[config.mk]
export PLATFORM = sky130hd
export DESIGN_NAME = quad_pwm
export DESIGN_NICKNAME = d
export VERILOG_FILES = /design/src/rtl/quad_pwm_pkg.sv /design/src/rtl/quad_pwm_regs.sv /design/src/rtl/quad_pwm_chan.sv /design/src/rtl/quad_pwm.sv
export SDC_FILE = /design/constraint.sdc
export NUM_CORES = 1
export LEC_CHECK = 0
export ABC_AREA = 1
export ABC_CLOCK_PERIOD_IN_PS = 7450
export BUFFER_PORTS_ARGS = -buffer_cell sky130_fd_sc_hd__buf_2
export CAP_MARGIN = 30
export CORE_ASPECT_RATIO = 0.75
export CORE_MARGIN = 1
export CORE_UTILIZATION = 40
export CTS_CLUSTER_DIAMETER = 60
export DETAILED_ROUTE_END_ITERATION = 10
export SYNTH_ARGS = -nofsm -noshare
export SYNTH_HDL_FRONTEND = slang
export SYNTH_SLANG_ARGS = --single-unit
[constraint.sdc]
create_clock -name clk_i -period 7.45 [get_ports clk_i]
set_input_delay 0.745 -clock clk_i [delete_from_list [all_inputs] [get_ports clk_i]]
set_output_delay 0.745 -clock clk_i [all_outputs]
set_load 0.02 [all_outputs]
[src/rtl/quad_pwm_pkg.sv]
package quad_pwm_pkg;

    localparam int NCH     = 4;
    localparam int NDIV    = 4;
    localparam int DIV_W   = 16;
    localparam int DUTY_W  = 8;
    localparam int ADDR_W  = 8;
    localparam int DATA_W  = 32;
    localparam int SEL_W   = $clog2(NDIV);
    localparam int IDX_W   = $clog2((NCH > NDIV) ? NCH : NDIV);
    localparam int BYP_LSB = 8;

    localparam logic [ADDR_W-1:0] OUTCTL_OFS = 8'h00;
    localparam logic [ADDR_W-1:0] RUNCTL_OFS = 8'h04;
    localparam logic [ADDR_W-1:0] DIV_BASE   = 8'h08;
    localparam logic [ADDR_W-1:0] LVL_BASE   = 8'h18;

    typedef enum logic [2:0] {
        RG_NONE,
        RG_OUTCTL,
        RG_RUNCTL,
        RG_DIV,
        RG_LVL
    } rg_kind_e;

    typedef struct packed {
        rg_kind_e           kind;
        logic [IDX_W-1:0]   idx;
    } rg_sel_t;

    typedef struct packed {
        logic [NCH-1:0]                 en;
        logic [NCH-1:0]                 byp;
        logic [NCH-1:0]                 run;
        logic [NDIV-1:0][DIV_W-1:0]     div;
        logic [NCH-1:0][DUTY_W-1:0]     duty;
        logic [NCH-1:0][SEL_W-1:0]      sel;
        logic [DATA_W-1:0]              rdata;
    } regs_t;

    typedef struct packed {
        logic [DIV_W-1:0]  pre;
        logic [DUTY_W-1:0] step;
    } chan_t;

    function automatic rg_sel_t decode(input logic [ADDR_W-1:0] a);
        rg_sel_t r;
        r.kind = RG_NONE;
        r.idx  = '0;
        if (a == OUTCTL_OFS) begin
            r.kind = RG_OUTCTL;
        end else if (a == RUNCTL_OFS) begin
            r.kind = RG_RUNCTL;
        end else begin
            for (int i = 0; i < NDIV; i++) begin
                if (a == DIV_BASE + ADDR_W'(4 * i)) begin
                    r.kind = RG_DIV;
                    r.idx  = IDX_W'(i);
                end
            end
            for (int i = 0; i < NCH; i++) begin
                if (a == LVL_BASE + ADDR_W'(4 * i)) begin
                    r.kind = RG_LVL;
                    r.idx  = IDX_W'(i);
                end
            end
        end
        return r;
    endfunction

endpackage

[src/rtl/quad_pwm_regs.sv]
module quad_pwm_regs
    import quad_pwm_pkg::*;
(
    input  logic                            clk_i,
    input  logic                            rst_i,
    input  logic [ADDR_W-1:0]               addr_i,
    input  logic [DATA_W-1:0]               wdata_i,
    input  logic                            wr_en_i,
    input  logic                            rd_en_i,
    output logic [DATA_W-1:0]               rdata_o,
    output logic [NCH-1:0]                  en_o,
    output logic [NCH-1:0]                  byp_o,
    output logic [NCH-1:0]                  run_o,
    output logic [NDIV-1:0][DIV_W-1:0]      div_o,
    output logic [NCH-1:0][DUTY_W-1:0]      duty_o,
    output logic [NCH-1:0][SEL_W-1:0]       sel_o,
    output logic [NDIV-1:0]                 div_wr_o,
    output logic [NCH-1:0]                  lvl_wr_o
);

    regs_t   r_d, r_q;
    rg_sel_t dec;
    logic [DATA_W-1:0] rd_val;

    always_comb begin
        r_d      = r_q;
        dec      = decode(addr_i);
        div_wr_o = '0;
        lvl_wr_o = '0;
        rd_val   = '0;

        case (dec.kind)
            RG_OUTCTL: begin
                rd_val[NCH-1:0]         = r_q.en;
                rd_val[BYP_LSB +: NCH]  = r_q.byp;
            end
            RG_RUNCTL: rd_val[NCH-1:0] = r_q.run;
            RG_DIV:    rd_val[DIV_W-1:0] = r_q.div[dec.idx];
            RG_LVL: begin
                rd_val[DUTY_W-1:0]      = r_q.duty[dec.idx];
                rd_val[DUTY_W +: SEL_W] = r_q.sel[dec.idx];
            end
            default: rd_val = '0;
        endcase

        if (wr_en_i) begin
            case (dec.kind)
                RG_OUTCTL: begin
                    r_d.en  = wdata_i[NCH-1:0];
                    r_d.byp = wdata_i[BYP_LSB +: NCH];
                end
                RG_RUNCTL: r_d.run = wdata_i[NCH-1:0];
                RG_DIV: begin
                    r_d.div[dec.idx]   = wdata_i[DIV_W-1:0];
                    div_wr_o[dec.idx]  = 1'b1;
                end
                RG_LVL: begin
                    r_d.duty[dec.idx]  = wdata_i[DUTY_W-1:0];
                    r_d.sel[dec.idx]   = wdata_i[DUTY_W +: SEL_W];
                    lvl_wr_o[dec.idx]  = 1'b1;
                end
                default: ;
            endcase
        end

        if (rd_en_i) begin
            r_d.rdata = rd_val;
        end
    end

    always_ff @(posedge clk_i) begin
        if (rst_i) begin
            r_q <= '0;
        end else begin
            r_q <= r_d;
        end
    end

    assign rdata_o = r_q.rdata;
    assign en_o    = r_q.en;
    assign byp_o   = r_q.byp;
    assign run_o   = r_q.run;
    assign div_o   = r_q.div;
    assign duty_o  = r_q.duty;
    assign sel_o   = r_q.sel;


    unmapped_wr_chk: assert property (@(posedge clk_i) disable iff (rst_i)
        (wr_en_i && decode(addr_i).kind == RG_NONE) |=>
            ($stable(r_q.en) && $stable(r_q.byp) && $stable(r_q.run) &&
             $stable(r_q.div) && $stable(r_q.duty) && $stable(r_q.sel)));

endmodule

[src/rtl/quad_pwm_chan.sv]
module quad_pwm_chan
    import quad_pwm_pkg::*;
(
    input  logic               clk_i,
    input  logic               rst_i,
    input  logic               run_i,
    input  logic               en_i,
    input  logic               byp_i,
    input  logic [DIV_W-1:0]   freq_i,
    input  logic [DUTY_W-1:0]  duty_i,
    input  logic               restart_i,
    output logic               pwm_o
);

    chan_t c_d, c_q;
    logic  freq_live;
    logic  pre_wrap;

    always_comb begin
        c_d       = c_q;
        freq_live = (freq_i != '0);
        pre_wrap  = (c_q.pre == freq_i - DIV_W'(1));
        if (!run_i || restart_i) begin
            c_d = '0;
        end else if (freq_live) begin
            if (pre_wrap) begin
                c_d.pre  = '0;
                c_d.step = c_q.step + DUTY_W'(1);
            end else begin
                c_d.pre  = c_q.pre + DIV_W'(1);
            end
        end
    end

    always_ff @(posedge clk_i) begin
        if (rst_i) begin
            c_q <= '0;
        end else begin
            c_q <= c_d;
        end
    end

    assign pwm_o = en_i & (byp_i | (run_i & freq_live & (c_q.step < duty_i)));


    cnt_clear_chk: assert property (@(posedge clk_i) disable iff (rst_i)
        !run_i |=> (c_q.pre == '0 && c_q.step == '0));


    restart_chk: assert property (@(posedge clk_i) disable iff (rst_i)
        restart_i |=> (c_q.pre == '0 && c_q.step == '0));


    pre_bound_chk: assert property (@(posedge clk_i) disable iff (rst_i)
        (freq_i != '0) |-> (c_q.pre < freq_i));


    step_hold_chk: assert property (@(posedge clk_i) disable iff (rst_i)
        (run_i && !restart_i && freq_i != '0 && c_q.pre != freq_i - DIV_W'(1))
            |=> $stable(c_q.step));

endmodule

[src/rtl/quad_pwm.sv]
module quad_pwm
    import quad_pwm_pkg::*;
(
    input  logic               clk_i,
    input  logic               rst_i,
    input  logic [7:0]         addr_i,
    input  logic [31:0]        wdata_i,
    input  logic               wr_en_i,
    input  logic               rd_en_i,
    output logic [31:0]        rdata_o,
    output logic [3:0]         pwm_o
);

    logic [NCH-1:0]               en_q, byp_q, run_q;
    logic [NDIV-1:0][DIV_W-1:0]   div_q;
    logic [NCH-1:0][DUTY_W-1:0]   duty_q;
    logic [NCH-1:0][SEL_W-1:0]    sel_q;
    logic [NDIV-1:0]              div_wr;
    logic [NCH-1:0]               lvl_wr;

    quad_pwm_regs regs_i (
        .clk_i    (clk_i),
        .rst_i    (rst_i),
        .addr_i   (addr_i),
        .wdata_i  (wdata_i),
        .wr_en_i  (wr_en_i),
        .rd_en_i  (rd_en_i),
        .rdata_o  (rdata_o),
        .en_o     (en_q),
        .byp_o    (byp_q),
        .run_o    (run_q),
        .div_o    (div_q),
        .duty_o   (duty_q),
        .sel_o    (sel_q),
        .div_wr_o (div_wr),
        .lvl_wr_o (lvl_wr)
    );

    for (genvar c = 0; c < NCH; c++) begin : g_chan
        logic [SEL_W-1:0] pick;
        logic [DIV_W-1:0] freq;
        logic             restart;

        assign pick    = sel_q[c];
        assign freq    = div_q[pick];
        assign restart = lvl_wr[c] | div_wr[pick];

        quad_pwm_chan chan_i (
            .clk_i     (clk_i),
            .rst_i     (rst_i),
            .run_i     (run_q[c]),
            .en_i      (en_q[c]),
            .byp_i     (byp_q[c]),
            .freq_i    (freq),
            .duty_i    (duty_q[c]),
            .restart_i (restart),
            .pwm_o     (pwm_o[c])
        );
    end

endmodule

==> out/metrics.cfg <==
[layout]
finalNetCount = 2769
ff_latch_area_um2 = 4560
fin_util_pct = 44.0
drive_gt1_share_pct = 8.14
antenna_cells = 0
n_fill_cell = 4272
multiInputGateArea_um2 = 10300
syn_to_final_growth_pct = 8.28

[die]
die_w_um = 237
rows = 64
die_area_um2 = 42300
start_util_pct = 40.7
die_h_um = 178
core_area_um2 = 40800
ios = 80

[flow_run]
maxCapViolations = 0

[power]
p_sw_share_pct = 26.6
p_seq_share_pct = 41.3
p_leak_nw = 7.67
power_per_cell_area_nw_per_um2 = 165
clkPwrFrac_pct = 51.3
peakVddDrop_v = 0.000179
p_total_w = 0.00296
p_int_w = 0.00218
p_switching_w = 0.000788
combPwrFrac_pct = 7.4

[routing]
wl_um = 57600
ant_nets = 0
first_pass_iters = 6
drt_iter0_markers = 1914
vias = 17746
remaining_drc_errors = 0
viasPerCell = 5.49
avgRoutedWirePerCell_um = 17.8

[status]
status = finished clean

[synth]
syn_area_um2 = 16600
yosys_register_bits = 228
synth_ff_type = dfxtp_1
synth_top_area_share_pct = 27.5
synth_area_leader_cell = dfxtp_1
synth_cell_types = 58
syn_area_per_cell_um2 = 6.17
ys_top_cells_by_count = nand2_1 (792), nand3_1 (287), inv_1 (261)
yosysWarnings = 0
seq_area_frac_synth_pct = 27.5
synth-edff-count = 0
ys_async_sr_fraction_pct = 0
ys_top_cells_by_area = dfxtp_1 (27%), nand2_1 (18%), nand3_1 (8.7%), inv_1 (5.9%), nor2_1 (5.7%)
synth_most_common_cell = nand2_1
synthCells = 2690

[sta]
worstMarginPinSlew_ns = 1.08
final.min_clock_period_ns = 4.74
finalHoldViolCount = 0
relSlewSlack_pct = 27.8
clock_skew_ns = 0.0151
rsz0062_at_grt = no
finalCritPeriodShare_pct = 63.6
finalMaxSlewViolations = 0
setup_violations = 0
max_freq_mhz = 211
setup_tns_ns = 0
hold_slack_ns = 0.444

[clocking]
clk_path_buf_depth = 3
postCtsSetupRepairBufs = 0
cts.htree.levels = 1
clkLatencyLatePin_ns = 0.59
post_cts_resized = 0
cts_hold_buf = 0
cts_root_buffer = clkbuf_16
cts_sinks = 228
cts_tree = built
cts_buffers = 29
clk_pin_slew_ns = 0.07

[placed_design]
place.gp.congestion = 0.901
portBuffers = 47
dpl.hpwl_um = 43400

[worst_setup_path]
cp.arrival_ns = 4.00
cp-start-kind = register
required_ns = 6.70
cp_max_fo = 19
endpoint_kind = output port
reg2reg_depth = 17
cp_slowest_stage_delay_ns = 0.97
cpMostUsedCell = nand2_1
crit_type = register to output port
critPathSlowestCell = dfxtp_1
crit_chain = clkinv_2 > nand3_1 > nand2_1 > nand2_1 > inv_1 > nand2_1 > nor2_2 > nand4_1 > nand4_1 > a21oi_1 > buf_2

[global_routing]
grt_max_degree = 96
grt_use_total_pct = 26.8
antenna_found_initial = 0
grt_pass1_wl_um = 89200
grt_pass1_vias = 15830
overflow = 0

[min_path]
worstHoldPathCells = 3
hold_class = input port to register

per-layer routing:
metal | GRT usage [%] | wire length (um) | vias to the layer above
met5 | 0 | 0 | -
met1 | 38.8 | 26800 | 8235
met4 | 6.42 | 1200 | 0
li1 | - | - | 8700
met3 | 5.74 | 5740 | 77
met2 | 40.1 | 23800 | 734
worst max-delay path: cells and delay by family (launching register included):
kind / cells / cell delay (ns)
and+or+nand+nor: 7 / 1.32
DFF: 1 / 0.97
buffers and inverters: 3 / 0.92
AOI/OAI and AO/OA: 1 / 0.19
area by class of cell:
| cell class | instances | share of cell area (%) |
|---|---|---|
| inverter | 279 | 5.89 |
| multi-input combinational | 2084 | 57.5 |
| timing repair buffer | 59 | 1.81 |
| clock inverter | 19 | 1.43 |
| tap | 528 | 3.67 |
| sequential | 228 | 25.4 |
| clock buffer | 34 | 4.31 |
kinds of logic (layout without fill, tap and decap cells):
| logic type | Yosys count | after routing | synth area share (%) |
|---|---|---|---|
| multiplexers | 2 | 2 | 0.121 |
| flip-flops | 228 | 228 | 27.5 |
| AND/OR/NAND/NOR | 1533 | 1533 | 40.6 |
| AO/OA/AOI/OAI | 397 | 397 | 12.9 |
| buffers and inverters | 393 | 391 | 10.6 |
| adder cells (fa/ha/maj) | 44 | 44 | 3.32 |
| other | 1 | 16 | 0.0226 |
| XOR/XNOR | 92 | 92 | 5.02 |
cell usage in the layout, fill, tap and decap left out, types with 47 or more instances in the layout:
master	n
nand4_1	60
inv_1	260
nand3_1	287
xor2_1	67
a21oi_1	175
o21ai_0	159
dfxtp_1	228
nor2_1	252
nand2_1	792
buf_2	47
state kept, by name, summed over array words and instances (netlist names):
register,count
g_chan.chan_i.c_q,96
regs_i.div_o,64
regs_i.duty_o,32
regs_i.rdata_o,16
regs_i.sel_o,8
regs_i.byp_o,4
regs_i.en_o,4
regs_i.run_o,4
worst paths after layout:
path	start	endpoint	slack, ns
hold reg to reg	regs_i.rdata_o[2]	regs_i.rdata_o[2]	0.46
setup reg to reg	regs_i.sel_o[4]	g_chan[2].chan_i.c_q[6]	3.46
setup / recovery	regs_i.sel_o[7]	pwm_o[3]	2.71
hold / removal	wdata_i[13]	regs_i.div_o[13]	0.44
power groups by stage:
stage | combinational [W] | clock [W] | sequential (W)
after CTS | 0.000213 | 0.00154 | 0.00122
final | 0.000218 | 0.00152 | 0.00122
after global placement | 0.000209 | 0 | 0.00125
after global routing | 0.000239 | 0.00160 | 0.00122
after detailed placement | 0.000212 | 0 | 0.00125
after floorplan | 0.000149 | 0 | 0.00125
stage by stage:
stage	cell area, um^2	setup WS (ns)	instances
CTS	18000	2.85	3231
detailed placement	16900	3.33	3178
floorplan	16700	4.80	2705
global placement	16900	3.32	3178
global route	18000	2.55	3231
finish	18000	2.71	3231
Note: power is estimated with default switching activity, not from simulation.
